--- config.mk ---
export PLATFORM = sky130hd
export DESIGN_NAME = pmu_evmon
export DESIGN_NICKNAME = d
export VERILOG_FILES = /design/src/rtl/pmu_evmon_pkg.sv /design/src/rtl/pmu_cyc_counter.sv /design/src/rtl/pmu_ev_counter.sv /design/src/rtl/pmu_evmon.sv
export SDC_FILE = /design/constraint.sdc
export NUM_CORES = 1
export LEC_CHECK = 0
export BUFFER_PORTS_ARGS = -buffer_cell sky130_fd_sc_hd__buf_2
export CAP_MARGIN = 20
export CORE_ASPECT_RATIO = 0.75
export CORE_MARGIN = 2
export CORE_UTILIZATION = 28
export DETAILED_ROUTE_END_ITERATION = 7
export GPL_ROUTABILITY_DRIVEN = 0
export PLACE_DENSITY_LB_ADDON = 0.25
export SETUP_SLACK_MARGIN = 0.05
export SLEW_MARGIN = 0
export SYNTH_ARGS = -nofsm -noshare
export SYNTH_HDL_FRONTEND = slang
export SYNTH_HIERARCHICAL = 1
export SYNTH_SLANG_ARGS = --single-unit
--- constraint.sdc ---
create_clock -name clk -period 2.39 [get_ports clk]
set_input_delay 0.239 -clock clk [delete_from_list [all_inputs] [get_ports clk]]
set_output_delay 0.239 -clock clk [all_outputs]
set_load 0.005 [all_outputs]
--- src/rtl/pmu_evmon_pkg.sv ---
package pmu_evmon_pkg;
    localparam int DW      = 32;
    localparam int AW      = 4;
    localparam int NUM_CNT = 4;

    localparam logic [AW-1:0] ADDR_CTRL  = 4'd0;
    localparam logic [AW-1:0] ADDR_IRQEN = 4'd1;
    localparam logic [AW-1:0] ADDR_FLAGS = 4'd2;
    localparam logic [AW-1:0] ADDR_EVSEL = 4'd3;
    localparam logic [AW-1:0] ADDR_CYC   = 4'd4;
    localparam logic [AW-1:0] ADDR_EV0   = 4'd5;

    localparam int CB_RUN   = 0;
    localparam int CB_EVCLR = 1;
    localparam int CB_CYCLR = 2;
    localparam int CB_DIV   = 3;

    localparam logic [7:0] CODE_OFF = 8'hFF;

    typedef enum logic [1:0] {
        CC_HALT,
        CC_HALT_DIV,
        CC_FULL,
        CC_SLOW
    } cc_state_e;
endpackage

--- src/rtl/pmu_cyc_counter.sv ---
module pmu_cyc_counter
    import pmu_evmon_pkg::*;
#(
    parameter int PRESCALE = 64
) (
    input  logic          clk,
    input  logic          rst_n,
    input  logic          mode_wr_i,
    input  logic          mode_run_i,
    input  logic          mode_div_i,
    input  logic          clr_i,
    input  logic          wr_i,
    input  logic [DW-1:0] wdata_i,
    output logic          run_o,
    output logic          div_o,
    output logic [DW-1:0] cnt_o,
    output logic          wrap_o
);
    localparam int            PW       = $clog2(PRESCALE);
    localparam logic [PW-1:0] PRE_LAST = PW'(PRESCALE - 1);

    cc_state_e     state_q, state_d;
    logic [PW-1:0] pre_q;
    logic [DW-1:0] cnt_q;
    logic          advance;

    always_comb begin
        state_d = state_q;
        if (mode_wr_i) begin
            unique case ({mode_run_i, mode_div_i})
                2'b00: state_d = CC_HALT;
                2'b01: state_d = CC_HALT_DIV;
                2'b10: state_d = CC_FULL;
                2'b11: state_d = CC_SLOW;
            endcase
        end
    end

    always_ff @(posedge clk or negedge rst_n) begin
        if (!rst_n) state_q <= CC_HALT;
        else        state_q <= state_d;
    end

    always_comb begin
        unique case (state_q)
            CC_HALT:     begin run_o = 1'b0; div_o = 1'b0; advance = 1'b0; end
            CC_HALT_DIV: begin run_o = 1'b0; div_o = 1'b1; advance = 1'b0; end
            CC_FULL:     begin run_o = 1'b1; div_o = 1'b0; advance = 1'b1; end
            CC_SLOW:     begin run_o = 1'b1; div_o = 1'b1; advance = (pre_q == PRE_LAST); end
        endcase
    end

    always_ff @(posedge clk or negedge rst_n) begin
        if (!rst_n)
            pre_q <= '0;
        else if (state_q != CC_SLOW || clr_i || wr_i || pre_q == PRE_LAST)
            pre_q <= '0;
        else
            pre_q <= pre_q + 1'b1;
    end

    always_ff @(posedge clk or negedge rst_n) begin
        if (!rst_n)       cnt_q <= '0;
        else if (wr_i)    cnt_q <= wdata_i;
        else if (clr_i)   cnt_q <= '0;
        else if (advance) cnt_q <= cnt_q + 1'b1;
    end

    assign wrap_o = advance && !wr_i && !clr_i && (&cnt_q);
    assign cnt_o  = cnt_q;


    slow_hold_chk: assert property (@(posedge clk) disable iff (!rst_n)
        (state_q == CC_SLOW && !wr_i && !clr_i && pre_q != PRE_LAST) |=> (cnt_q == $past(cnt_q)));


    cyc_halt_chk: assert property (@(posedge clk) disable iff (!rst_n)
        (!run_o && !wr_i && !clr_i) |=> (cnt_q == $past(cnt_q)));
endmodule

--- src/rtl/pmu_ev_counter.sv ---
module pmu_ev_counter
    import pmu_evmon_pkg::*;
#(
    parameter int NUM_EV = 16
) (
    input  logic              clk,
    input  logic              rst_n,
    input  logic              run_i,
    input  logic [7:0]        code_i,
    input  logic [NUM_EV-1:0] ev_i,
    input  logic              clr_i,
    input  logic              wr_i,
    input  logic [DW-1:0]     wdata_i,
    output logic [DW-1:0]     cnt_o,
    output logic              wrap_o
);
    localparam int IW = $clog2(NUM_EV);

    logic [DW-1:0] cnt_q;
    logic          hit;

    assign hit = run_i && (code_i != CODE_OFF) && (int'(code_i) < NUM_EV)
                 && ev_i[code_i[IW-1:0]];

    always_ff @(posedge clk or negedge rst_n) begin
        if (!rst_n)     cnt_q <= '0;
        else if (wr_i)  cnt_q <= wdata_i;
        else if (clr_i) cnt_q <= '0;
        else if (hit)   cnt_q <= cnt_q + 1'b1;
    end

    assign wrap_o = hit && !wr_i && !clr_i && (&cnt_q);
    assign cnt_o  = cnt_q;


    code_off_chk: assert property (@(posedge clk) disable iff (!rst_n)
        (code_i == CODE_OFF && !wr_i && !clr_i) |=> (cnt_q == $past(cnt_q)));


    ev_halt_chk: assert property (@(posedge clk) disable iff (!rst_n)
        (!run_i && !wr_i && !clr_i) |=> (cnt_q == $past(cnt_q)));
endmodule

--- src/rtl/pmu_evmon.sv ---
module pmu_evmon
    import pmu_evmon_pkg::*;
#(
    parameter int         NUM_EV   = 16,
    parameter int         PRESCALE = 64,
    parameter logic [7:0] CTRL_ID  = 8'hA5
) (
    input  logic              clk,
    input  logic              rst_n,
    input  logic [AW-1:0]     bus_addr,
    input  logic              bus_wr,
    input  logic [DW-1:0]     bus_wdata,
    output logic [DW-1:0]     bus_rdata,
    input  logic [NUM_EV-1:0] ev_strobe,
    output logic              irq_o
);
    localparam int NFLAG = NUM_CNT + 1;

    logic [NFLAG-1:0] flags_q, ie_q, wraps, clr_mask;
    logic [DW-1:0]    evsel_q;
    logic             irq_q;
    logic             wr_ctrl, clr_ev, clr_cyc, run, div;
    logic [DW-1:0]    cyc_cnt;
    logic [DW-1:0]    ev_cnt [NUM_CNT];

    assign wr_ctrl = bus_wr && bus_addr == ADDR_CTRL;
    assign clr_ev  = wr_ctrl && bus_wdata[CB_EVCLR];
    assign clr_cyc = wr_ctrl && bus_wdata[CB_CYCLR];

    pmu_cyc_counter #(.PRESCALE(PRESCALE)) u_cyc (
        .clk       (clk),
        .rst_n     (rst_n),
        .mode_wr_i (wr_ctrl),
        .mode_run_i(bus_wdata[CB_RUN]),
        .mode_div_i(bus_wdata[CB_DIV]),
        .clr_i     (clr_cyc),
        .wr_i      (bus_wr && bus_addr == ADDR_CYC),
        .wdata_i   (bus_wdata),
        .run_o     (run),
        .div_o     (div),
        .cnt_o     (cyc_cnt),
        .wrap_o    (wraps[0])
    );

    for (genvar k = 0; k < NUM_CNT; k++) begin : g_ev
        pmu_ev_counter #(.NUM_EV(NUM_EV)) u_ev (
            .clk    (clk),
            .rst_n  (rst_n),
            .run_i  (run),
            .code_i (evsel_q[8*k +: 8]),
            .ev_i   (ev_strobe),
            .clr_i  (clr_ev),
            .wr_i   (bus_wr && bus_addr == AW'(int'(ADDR_EV0) + k)),
            .wdata_i(bus_wdata),
            .cnt_o  (ev_cnt[k]),
            .wrap_o (wraps[k+1])
        );
    end

    assign clr_mask = (bus_wr && bus_addr == ADDR_FLAGS) ? bus_wdata[NFLAG-1:0] : '0;

    always_ff @(posedge clk or negedge rst_n) begin
        if (!rst_n) begin
            flags_q <= '0;
            ie_q    <= '0;
            evsel_q <= '0;
            irq_q   <= 1'b0;
        end else begin
            flags_q <= (flags_q & ~clr_mask) | wraps;
            irq_q   <= |(flags_q & ie_q);
            if (bus_wr && bus_addr == ADDR_IRQEN) ie_q    <= bus_wdata[NFLAG-1:0];
            if (bus_wr && bus_addr == ADDR_EVSEL) evsel_q <= bus_wdata;
        end
    end

    always_comb begin
        bus_rdata = '0;
        case (bus_addr)
            ADDR_CTRL:  bus_rdata = {CTRL_ID, 20'b0, div, 2'b00, run};
            ADDR_IRQEN: bus_rdata = DW'(ie_q);
            ADDR_FLAGS: bus_rdata = DW'(flags_q);
            ADDR_EVSEL: bus_rdata = evsel_q;
            ADDR_CYC:   bus_rdata = cyc_cnt;
            default: begin
                for (int k = 0; k < NUM_CNT; k++)
                    if (bus_addr == AW'(int'(ADDR_EV0) + k)) bus_rdata = ev_cnt[k];
            end
        endcase
    end

    assign irq_o = irq_q;


    wrap_flag_chk: assert property (@(posedge clk) disable iff (!rst_n)
        (|wraps) |=> ((flags_q & $past(wraps)) == $past(wraps)));


    irq_rise_chk: assert property (@(posedge clk) disable iff (!rst_n)
        (|(flags_q & ie_q)) |=> irq_o);


    irq_fall_chk: assert property (@(posedge clk) disable iff (!rst_n)
        !(|(flags_q & ie_q)) |=> !irq_o);
endmodule

==> results.toml, run 1 <==
[run_status]
status = "complete, no violations"

[route]
drt-initial-drc-count = 2586
wl_um = 78900
drc = 0
via_per_inst = 6.37
drt_first_pass_iters = 6
wl_per_cell_um = 27.7
dr_total_vias = 18200
ant_nets = 0

[timing]
slew_headroom = 0.609
finalCritPeriodShare = 0.968
drv_slew = 0
rsz0062_at_grt = "yes"
fin_crit_ns = 2.31
fmax_mhz = 432
fin_tns_setup_ns = 0
finalClockSkew_ns = 0.0132
tightest_slew_ns = 0.586
hold_viol = 0
setup_violations = 0

[floorplan]
core.rowCount = 76
coreArea_um2 = 57100
dieArea_um2 = 59300
ioPinCount = 88
start_util = 0.282
fp.dieW_um = 281
dieHeight_um = 211

[worst_setup_path]
crit_start = "bus_addr[1]"
slowest_delay_ns = 0.29
endpoint_kind = "output port"
reg2reg_from = "evsel_q[23]$_DFFE_PN0P_"
worstPathCellList = "buf_2 -> buf_4 -> nor2b_1 -> buf_12 -> a22o_1 -> a221oi_2 -> buf_4 -> o22ai_1 -> buf_2"
crit_buf_inv = 5
crit_type = "in -> out"
worstPathRequired_ns = 2.15
arrival_ns = 2.07
cp_max_fo = 24
reg2reg_slack_ns = 0.09
worst_setup_path_start_kind = "input port"
slowest_stage = "buf_4"
critPathTopFamily = "buffers and inverters"

[yosys]
netlist.area_leader.share = 0.329
synth_area_leader_cell = "dfrtp_1"
ys_warn_count = 6
seq_area_frac_synth = 0.329
synthFlopType = "dfrtp_1"
syn_area_per_cell_um2 = 8.45
ys_ff_latch = 211
syn_nets = 1962
synthArstFlopShare = 1.00
synth-edff-count = 0
yosysUniqueCellTypes = 80
ys_top_cells_by_area = "dfrtp_1 (33%), nand2_1 (5.1%), nand3_1 (3.9%)"
syn_area_um2 = 16100
syn_inst = 1901

[clock_tree]
h-tree-depth = 1
cts_tree = "yes"
cts_buffer_depth = 3
clk_pin_slew_ns = 0.06
cts_sinks = 211
cts_buffers = 25
clkLatencyLatePin_ns = 0.57
clock-root-buffer = "clkbuf_16"

[global_routing]
grt-ovfl-total = 0
track_usage = 0.260
grt_max_degree = 60
antenna_found_initial = 1
grt_pass1_vias = 16500
grt_pass1_wl_um = 115000

[min_path]
hold_class = "in -> reg"
holdCritStartpoint = "bus_wdata[5]"

[pwr]
worst_ir_drop_vdd_mv = 0.456
fin_total_pwr_mw = 14.1
power.leakage_nw = 7.82
powerDensity_nw_per_um2 = 721

[layout]
fin_util = 0.344
final_nets = 2154
stdcell_count = 2853
drive_gt1_frac = 0.233
design_area_um2 = 19600
fill_cells = 5924
syn2layout_area_growth_pct = 22.0

[placement]
placed_area_um2 = 18600
dp_cells = 2805
io_buffers = 87
dpl.hpwl_um = 57900

[run]
max-cap-violations = 0
==> worst paths after layout <==
kind	cells after the start	endpoint
max	9	bus_rdata[10]
min	3	u_cyc/cnt_o[5]$_DFFE_PN0P_
max in group asynchronous	3	evsel_q[23]$_DFFE_PN0P_
max reg2reg	6	g_ev[2].u_ev/cnt_o[19]$_DFFE_PN0P_
min reg2reg	1	u_cyc/pre_q[0]$_DFF_PN0_
min in group asynchronous	2	g_ev[1].u_ev/cnt_o[12]$_DFFE_PN0P_
==> logic make-up after synthesis <==
logic type	Yosys count	synth area share
fa+ha+maj	6	0.00467
compound gates	540	0.254
simple gates	850	0.279
xor+xnor	29	0.0158
buf+inv	190	0.0605
mux	75	0.0572
flops	211	0.329
==> cells in the final DEF (no fill, tap or decap), types with 22 or more instances in the layout <==
| cell type | count |
|---|---|
| buf_2 | 86 |
| nand2_1 | 220 |
| mux2_2 | 41 |
| and3_1 | 47 |
| nand4_1 | 79 |
| nor3_1 | 91 |
| nor3b_1 | 30 |
| mux2i_1 | 25 |
| a221o_1 | 24 |
| clkbuf_16 | 25 |
| nor2_1 | 96 |
| a21o_1 | 36 |
| nor4_1 | 22 |
| dfrtp_1 | 207 |
| a21oi_1 | 35 |
| nand3_1 | 126 |
| buf_4 | 210 |
| o21ai_0 | 83 |
| a22oi_1 | 39 |
| a32oi_1 | 48 |
| o22ai_1 | 27 |
| a22o_1 | 23 |
| inv_1 | 34 |
| and4_1 | 28 |
| o211ai_1 | 57 |
| a31oi_1 | 29 |
==> area by class of cell <==
cell class,instances,area (um2),area share
repair buffers,319,2440,0.125
inverters,36,135,0.00689
diodes,3,7.51,0.000383
clock buffers,37,731,0.0373
clock inverters,6,83.8,0.00428
flip-flops and latches,211,5290,0.270
multi-input cells,1500,9990,0.510
well taps,741,927,0.0473
==> timing repair <==
item,in CTS,in global routing
pin swaps,0,4
setup buffers,0,1
hold buffers,1,0
resized for setup,15,13
hold endpoints to repair,54,0
setup endpoints to repair,55,19
==> flip-flops by register name, indices dropped and copies added, names as in the netlist <==
register / flops
evsel_q: 32
flags_q: 5
g_ev.u_ev/cnt_o: 128
ie_q: 5
irq_o: 1
u_cyc/cnt_o: 32
u_cyc/pre_q: 6
u_cyc/state_q: 2
==> synth_stat cells (6+ instances only) <==
master	n
xnor2_1	15
and2_1	13
o211ai_1	57
nor3_1	92
nand4_1	79
o21ai_0	83
and3_1	47
nor3b_1	32
nor4_1	25
o311ai_1	8
a21o_1	36
nand2_1	220
buf_2	42
mux2_2	41
a31oi_1	29
a221o_1	24
nor2_2	8
a32oi_1	48
mux2i_1	25
buf_4	13
o31ai_1	9
and4_1	28
a22oi_1	40
o22ai_1	28
o21ai_1	6
o311ai_0	17
nand2b_1	9
buf_6	19
or3_1	21
ha_1	6
a21oi_1	35
clkbuf_1	78
xor2_1	14
dfrtp_1	211
inv_1	34
nor2_1	101
o31a_1	8
a221oi_1	19
a22o_1	23
o32a_1	6
or4_1	11
o22a_1	6
nand3_1	126
==> worst register-to-register path: cells and delay by family (launching register included) <==
family,cells,cell delay (ns)
flops,1,0.43
buf+inv,1,0.18
simple gates,3,1.13
compound gates,2,0.48
==> where the power goes <==
group          switching, mW  internal [mW]
Clock                   1.72           2.32
Combinational           2.91           2.03
Sequential             0.986           4.17
Total                   5.62           8.52
==> per-layer routing <==
metal | global-route usage | up-vias | share of wire
li1 | - | 7833 | -
met1 | 0.400 | 8999 | 0.45
met2 | 0.342 | 1179 | 0.39
met3 | 0.0741 | 156 | 0.13
met4 | 0.0741 | 0 | 0.031
met5 | 0 | - | 0
==> stage by stage <==
step                setup slack (ns)  hold slack (ns)
global placement              -0.267            0.238
CTS                           0.0569           0.0769
finish                        0.0761            0.111
detailed placement            -0.271            0.238
floorplan                     0.0591          -0.0566
global route                 0.00467            0.109
No activity file was read; power rests on OpenSTA's default activity.
==> inputs of run 2 (changes only) <==
Settings changed: ABC_AREA from default to 1.
==> run 2 against run 1 <==
Die area grew 8.7%. Largest power group unchanged. Fmax is 0.96% lower. Sequential power increased by 34%. Global-route usage decreased by 1.8 points. Combinational power barely moved. Cell count rose by 36%. Critical path depth decreased by 4. Power up 13%. Via count rose by 9.2%. Clock skew about the same. Clock power grew 3%.
==> results.toml, run 2 <==
[route]
drc = 0
ant_nets = 0
via_per_inst = 5.11
drt-initial-drc-count = 2804
drt_first_pass_iters = 6
wl_per_cell_um = 20.3
wl_um = 78900
dr_total_vias = 19800

[worst_setup_path]
reg2reg_slack_ns = 0.42
endpoint_kind = "output port"
crit_start = "evsel_q[24]$_DFFE_PN0P_"
reg2reg_from = "g_ev[3].u_ev/cnt_o[0]$_DFFE_PN0P_"
cp_max_fo = 11
arrival_ns = 2.10
crit_path_end = "bus_rdata[24]"
r2r_cells = 9
worstPathRequired_ns = 2.15
worst_setup_path_start_kind = "flop"
rr_endpoint = "flags_q[4]$_DFF_PN0_"
crit_type = "reg -> out"

[yosys]
synthMuxAreaShare = 0.000644
synth-simple-area-share = 0.537
synthFlopType = "dfrtp_1"
synth-xor-area-share = 0.00100
syn_area_per_cell_um2 = 5.87
yosysUniqueCellTypes = 41
synth-edff-count = 0
synth_top_family_by_area = "simple AND/OR/NAND/NOR gates"
synth_fa_ha_area_frac = 0.00429
synth_area_leader_cell = "dfrtp_1"
syn_inst = 2978
syn_nets = 3039
yosys-top-cells-count = "nand2_1 (1311), nand3_1 (451), nor2_1 (302)"
ys_top_cells_by_area = "dfrtp_1 (30%), nand2_1 (28%), nand3_1 (13%)"
synthArstFlopShare = 1.00
seq_area_frac_synth = 0.302
synth.most_common_cell = "nand2_1"
netlist.area_leader.share = 0.302
synth_compound_area_frac = 0.0568
ys_ff_latch = 211
ys_warn_count = 6
syn_area_um2 = 17500

[clock_tree]
cts_sinks = 211
clk_pin_slew_ns = 0.06
cts_tree = "yes"
cts_setup_buffers = 0
cts_buffers = 26
clock-root-buffer = "clkbuf_16"
cts_buffer_depth = 3
h-tree-depth = 1
clkLatencyLatePin_ns = 0.57

[timing]
hold_slack_ns = 0.103
setup_violations = 0
hold_viol = 0
fmax_mhz = 428
rsz0062_at_grt = "no"
tightest_slew_ns = 1.11
fin_crit_ns = 2.34
slew_headroom = 0.257
finalClockSkew_ns = 0.0128
finalCritPeriodShare = 0.978
drv_slew = 0

[global_routing]
antenna_found_initial = 6
grt_max_degree = 59
grt-ovfl-total = 0
grt_pass1_vias = 17300
grt_pass1_wl_um = 116000
track_usage = 0.241

[floorplan]
start_util = 0.283
fp.dieW_um = 293
ioPinCount = 88
coreArea_um2 = 61900
dieHeight_um = 220
dieArea_um2 = 64500
core.rowCount = 79

[run_status]
status = "complete, no violations"

[placement]
dpl.hpwl_um = 58200
io_buffers = 87

[pwr]
worst_ir_drop_vdd_mv = 0.465
power.leakage_nw = 9.71
fin_total_pwr_mw = 16.0
powerDensity_nw_per_um2 = 802

[layout]
largest_register_ffs = 128
layout_commonest_cell = "nand2_1"
fill_cells = 6991
final_cell_mix = "nand2_1 (1311), nand3_1 (451), nor2_1 (296), inv_1 (248), dfrtp_1 (210)"
drive_gt1_frac = 0.102
final_nets = 3115
syn2layout_area_growth_pct = 13.9

[min_path]
hold_class = "in -> reg"

[run]
max-cap-violations = 0
[run 2: cell types whose count changed after synthesis, moves of 31 or more]
cell,delta
and3_1,-46
clkbuf_1,-50
nand2_1,+1091
a22oi_1,-38
nand4_1,-51
o211ai_1,-50
a21o_1,-36
nand3_1,+325
nor2_1,+201
nor2_2,+31
mux2_2,-40
nor3_1,-82
inv_1,+214
a32oi_1,-48
[run 2: final cells by class]
cell class / instances / area [um2] / area share
Antenna cell: 1 / 2.50 / 0.000126
Clock buffer: 39 / 761 / 0.0382
Clock inverter: 9 / 104 / 0.00521
Inverter: 259 / 992 / 0.0498
Multi-Input combinational cell: 2390 / 10500 / 0.529
Sequential cell: 211 / 5280 / 0.265
Tap cell: 810 / 1010 / 0.0509
Timing Repair Buffer: 166 / 1240 / 0.0623
[run 2: worst min-delay path by stage]
stage	slack, ns	startpoint	depth (start not counted)	to
5_1_grt	0.1	bus_wdata[5]	3	evsel_q[5]$_DFFE_PN0P_
3_5_place_dp	0.17	rst_n	1	ie_q[3]$_DFFE_PN0P_
3_3_place_gp	0.18	rst_n	1	ie_q[3]$_DFFE_PN0P_
2_1_floorplan	-0.06	rst_n	0	evsel_q[0]$_DFFE_PN0P_
4_1_cts	0.08	bus_wdata[5]	3	evsel_q[5]$_DFFE_PN0P_
6_report	0.10	bus_wdata[3]	3	u_cyc/state_q[0]$_DFFE_PN0P_
[run 2: cell families (layout without fill, tap and decap cells)]
| kind of cell | after synthesis | after routing |
|---|---|---|
| buffers and inverters | 377 | 473 |
| and+or+nand+nor | 2205 | 2205 |
| AOI/OAI and AO/OA | 176 | 176 |
| other | 0 | 1 |
| xor gates and xnor gates | 2 | 2 |
| muxes | 1 | 1 |
| adders and majority gates | 6 | 6 |
| DFF | 211 | 211 |
[run 2: report_power, final]
group | leakage, nW | switching, mW | internal [mW]
logic | 6.52 | 2.96 | 1.94
clock network | 0.419 | 1.76 | 2.41
registers | 2.78 | 2.19 | 4.70
[run 2: metrics by stage]
step | cell area [um2] | std cells | TNS (ns) | setup slack [ns] | utilization
floorplan | 17500 | 2978 | 0 | 0.257 | -
global placement | 19000 | 3835 | -0.310 | -0.0599 | 0.308
detailed placement | 19000 | 3835 | -0.120 | -0.0297 | 0.308
CTS | 19900 | 3884 | 0 | 0.116 | 0.322
global route | 19900 | 3885 | 0 | 0.0609 | 0.322
finish | 19900 | 3885 | 0 | 0.0536 | 0.322
[run 2: repair_timing]
action / in CTS / in global routing
gates resized for setup: 1 / 1
setup endpoints to repair: 1 / 1
hold buffers: 1 / 0
endpoints found under the hold margin: 153 / 0
[run 2: routing by layer]
layer  vias to the layer above  track usage  share of wire
met5                         -            0        0.00013
met4                         2       0.0617          0.028
met3                        91       0.0767           0.13
met2                       978        0.314           0.37
met1                      9180        0.372           0.48
li1                       9585            -              -
[run 2: critical path: stages (launching register included)]
cell and delay (ns):
dfrtp_1 0.57, nand2_1 0.15, nand2_1 0.06, nor2_1 0.30, nand3_1 0.25, buf_2 0.20
==> inputs of run 3 (changes only) <==
--- a/config.mk
+++ b/config.mk
@@ -12,3 +12,3 @@
 export CORE_MARGIN = 2
-export CORE_UTILIZATION = 28
+export CORE_UTILIZATION = 50
 export DETAILED_ROUTE_END_ITERATION = 7
==> constraint.sdc (replaced) <==
create_clock -name clk -period 2.39 [get_ports clk]
set_input_delay 0.478 -clock clk [delete_from_list [all_inputs] [get_ports clk]]
set_output_delay 0.478 -clock clk [all_outputs]
set_load 0.005 [all_outputs]
==> run 3 against run 2 <==
The run now ends with design-rule violations left. Routed wire length is 7.4% lower. Clock skew grew 0.0069 ns. Fmax grew 0.71%. Utilization rose by 24 points. Flip-flop and latch count unchanged. First-iteration DRC count up 18%. Critical path type is now in -> out. Critical endpoint is now bus_rdata[19]. Largest power group unchanged. Highest routed layer unchanged.
==> results.toml, run 3 (synthesis gave the netlist of run 2 again) <==
[layout]
largest_register_ffs = 128
drive_gt1_frac = 0.103
stdcell_count = 3518
final_nets = 3102
syn2layout_area_growth_pct = 11.2
final_cell_mix = "nand2_1 (1308), nand3_1 (450), nor2_1 (295), inv_1 (246), dfrtp_1 (207)"
design_area_um2 = 19500
layout_commonest_cell = "nand2_1"

[run_status]
status = "finished, violations left"
violations = "design-rule violations"

[worst_setup_path]
r2r_cells = 8
crit_start = "bus_addr[3]"
worstPathCellList = "buf_2 -> inv_2 -> nand2_1 -> nor2_2 -> buf_4 -> nand2_1 -> nand4_1 -> buf_2"
path_depth = 8
critPathTopFamily = "buffers and inverters"
cp_max_fo = 25
worst_setup_path_start_kind = "input port"
crit_buf_inv = 4
crit_type = "in -> out"
slowest_stage = "buf_4"
slowest_delay_ns = 0.29
arrival_ns = 1.84
worstPathRequired_ns = 1.91
reg2reg_from = "evsel_q[24]$_DFFE_PN0P_"
endpoint_kind = "output port"

[run]
max-cap-violations = 0

[clock_tree]
cts_tree = "yes"
h-tree-depth = 1
cts_sinks = 211
cts_buffers = 25
clkLatencyLatePin_ns = 0.56
cts_buffer_depth = 3
clock-root-buffer = "clkbuf_16"
clk_pin_slew_ns = 0.07

[route]
dr_total_vias = 20800
wl_um = 73100
drt-initial-drc-count = 3320
wl_per_cell_um = 20.8
drt_first_pass_iters = 8
drc = 1
via_per_inst = 5.93
ant_nets = 0

[global_routing]
antenna_found_initial = 2
track_usage = 0.390
grt-ovfl-total = 0
grt_max_degree = 64
grt_pass1_vias = 18400
grt_pass1_wl_um = 109000

[min_path]
holdCritStartpoint = "bus_wdata[5]"
hold_class = "in -> reg"
min_path_cells = 3

[pwr]
power.leakage_nw = 9.67
fin_total_pwr_mw = 16.5
powerDensity_nw_per_um2 = 846
worst_ir_drop_vdd_mv = 0.522

[placement]
dpl.hpwl_um = 52600
placed_area_um2 = 18500
post-place-ws_ns = 0.117
io_buffers = 87
dp_cells = 3468

[timing]
worst_slack_ns = 0.0699
finalCritPeriodShare = 0.971
fin_tns_setup_ns = 0
drv_slew = 0
finalClockSkew_ns = 0.0198
tightest_slew_ns = 0.740
fmax_mhz = 431
hold_viol = 0
rsz0062_at_grt = "yes"
fin_crit_ns = 2.32
slew_headroom = 0.505
setup_violations = 0

[floorplan]
ioPinCount = 88
dieHeight_um = 166
dieArea_um2 = 36500
fp.dieW_um = 220
start_util = 0.506
coreArea_um2 = 34500
core.rowCount = 59
-- run 3: changes by cell type in the layout (fill, tap and decap cells not counted), sizes merged --
cell / previous run / this run
inv: 259 / 260
bufinv: 2 / 6
clkinv: 5 / 3
buf: 165 / 152
clkbuf: 39 / 33
diode: 1 / 3
-- run 3: path summary, 6_finish.rpt --
| check | end | slack [ns] |
|---|---|---|
| worst max-delay path | bus_rdata[19] | 0.07 |
| worst min-delay path | evsel_q[5]$_DFFE_PN0P_ | 0.36 |
| worst max register to register | g_ev[3].u_ev/cnt_o[9]$_DFFE_PN0P_ | 0.32 |
| worst min register to register | u_cyc/pre_q[0]$_DFF_PN0_ | 0.46 |
| max in group asynchronous | u_cyc/cnt_o[25]$_DFFE_PN0P_ | 1.11 |
| min in group asynchronous | g_ev[0].u_ev/cnt_o[4]$_DFFE_PN0P_ | 0.48 |
-- run 3: worst reg2reg max path, cell delays in order (launching register included) --
cell and delay, ns:
dfrtp_1 0.68, nand2_1 0.13, nand3_1 0.13, nand3_1 0.07, nand3b_1 0.13, nand3_4 0.23, nand2_4 0.42, nand2_1 0.14
nand2_1 0.09
-- run 3: area by class of cell --
class | instances | area [um2]
tap | 457 | 572
clock inverter | 12 | 223
multi-input combinational | 2390 | 10600
timing repair buffer | 154 | 1130
antenna | 3 | 7.51
inverter | 259 | 992
fill | 3476 | 15100
clock buffer | 32 | 692
sequential | 211 | 5290
-- run 3: through the flow --
| stage | utilization | hold slack, ns |
|---|---|---|
| floorplan | - | 0.182 |
| global placement | 0.534 | 0.451 |
| detailed placement | 0.534 | 0.457 |
| CTS | 0.561 | 0.334 |
| global route | 0.563 | 0.350 |
| finish | 0.563 | 0.356 |
-- run 3: what timing repair did --
action	4_1_cts	5_1_grt
pin swaps	0	2
resized for setup	1	11
hold endpoints to repair	58	0
setup endpoints to repair	1	24
gates cloned	0	1
hold buffers	1	0
setup buffers	0	1
-- run 3: layer usage --
layer	share of wire	track usage	vias to the layer above
met1	0.39	0.540	9441
met2	0.39	0.513	1569
met5	0.00015	0	-
met3	0.16	0.137	290
li1	-	-	9546
met4	0.071	0.238	2
-- run 3: report_power, final --
group	internal (mW)	switching, mW
registers	4.69	2.61
clock network	2.69	1.69
logic	1.87	2.92
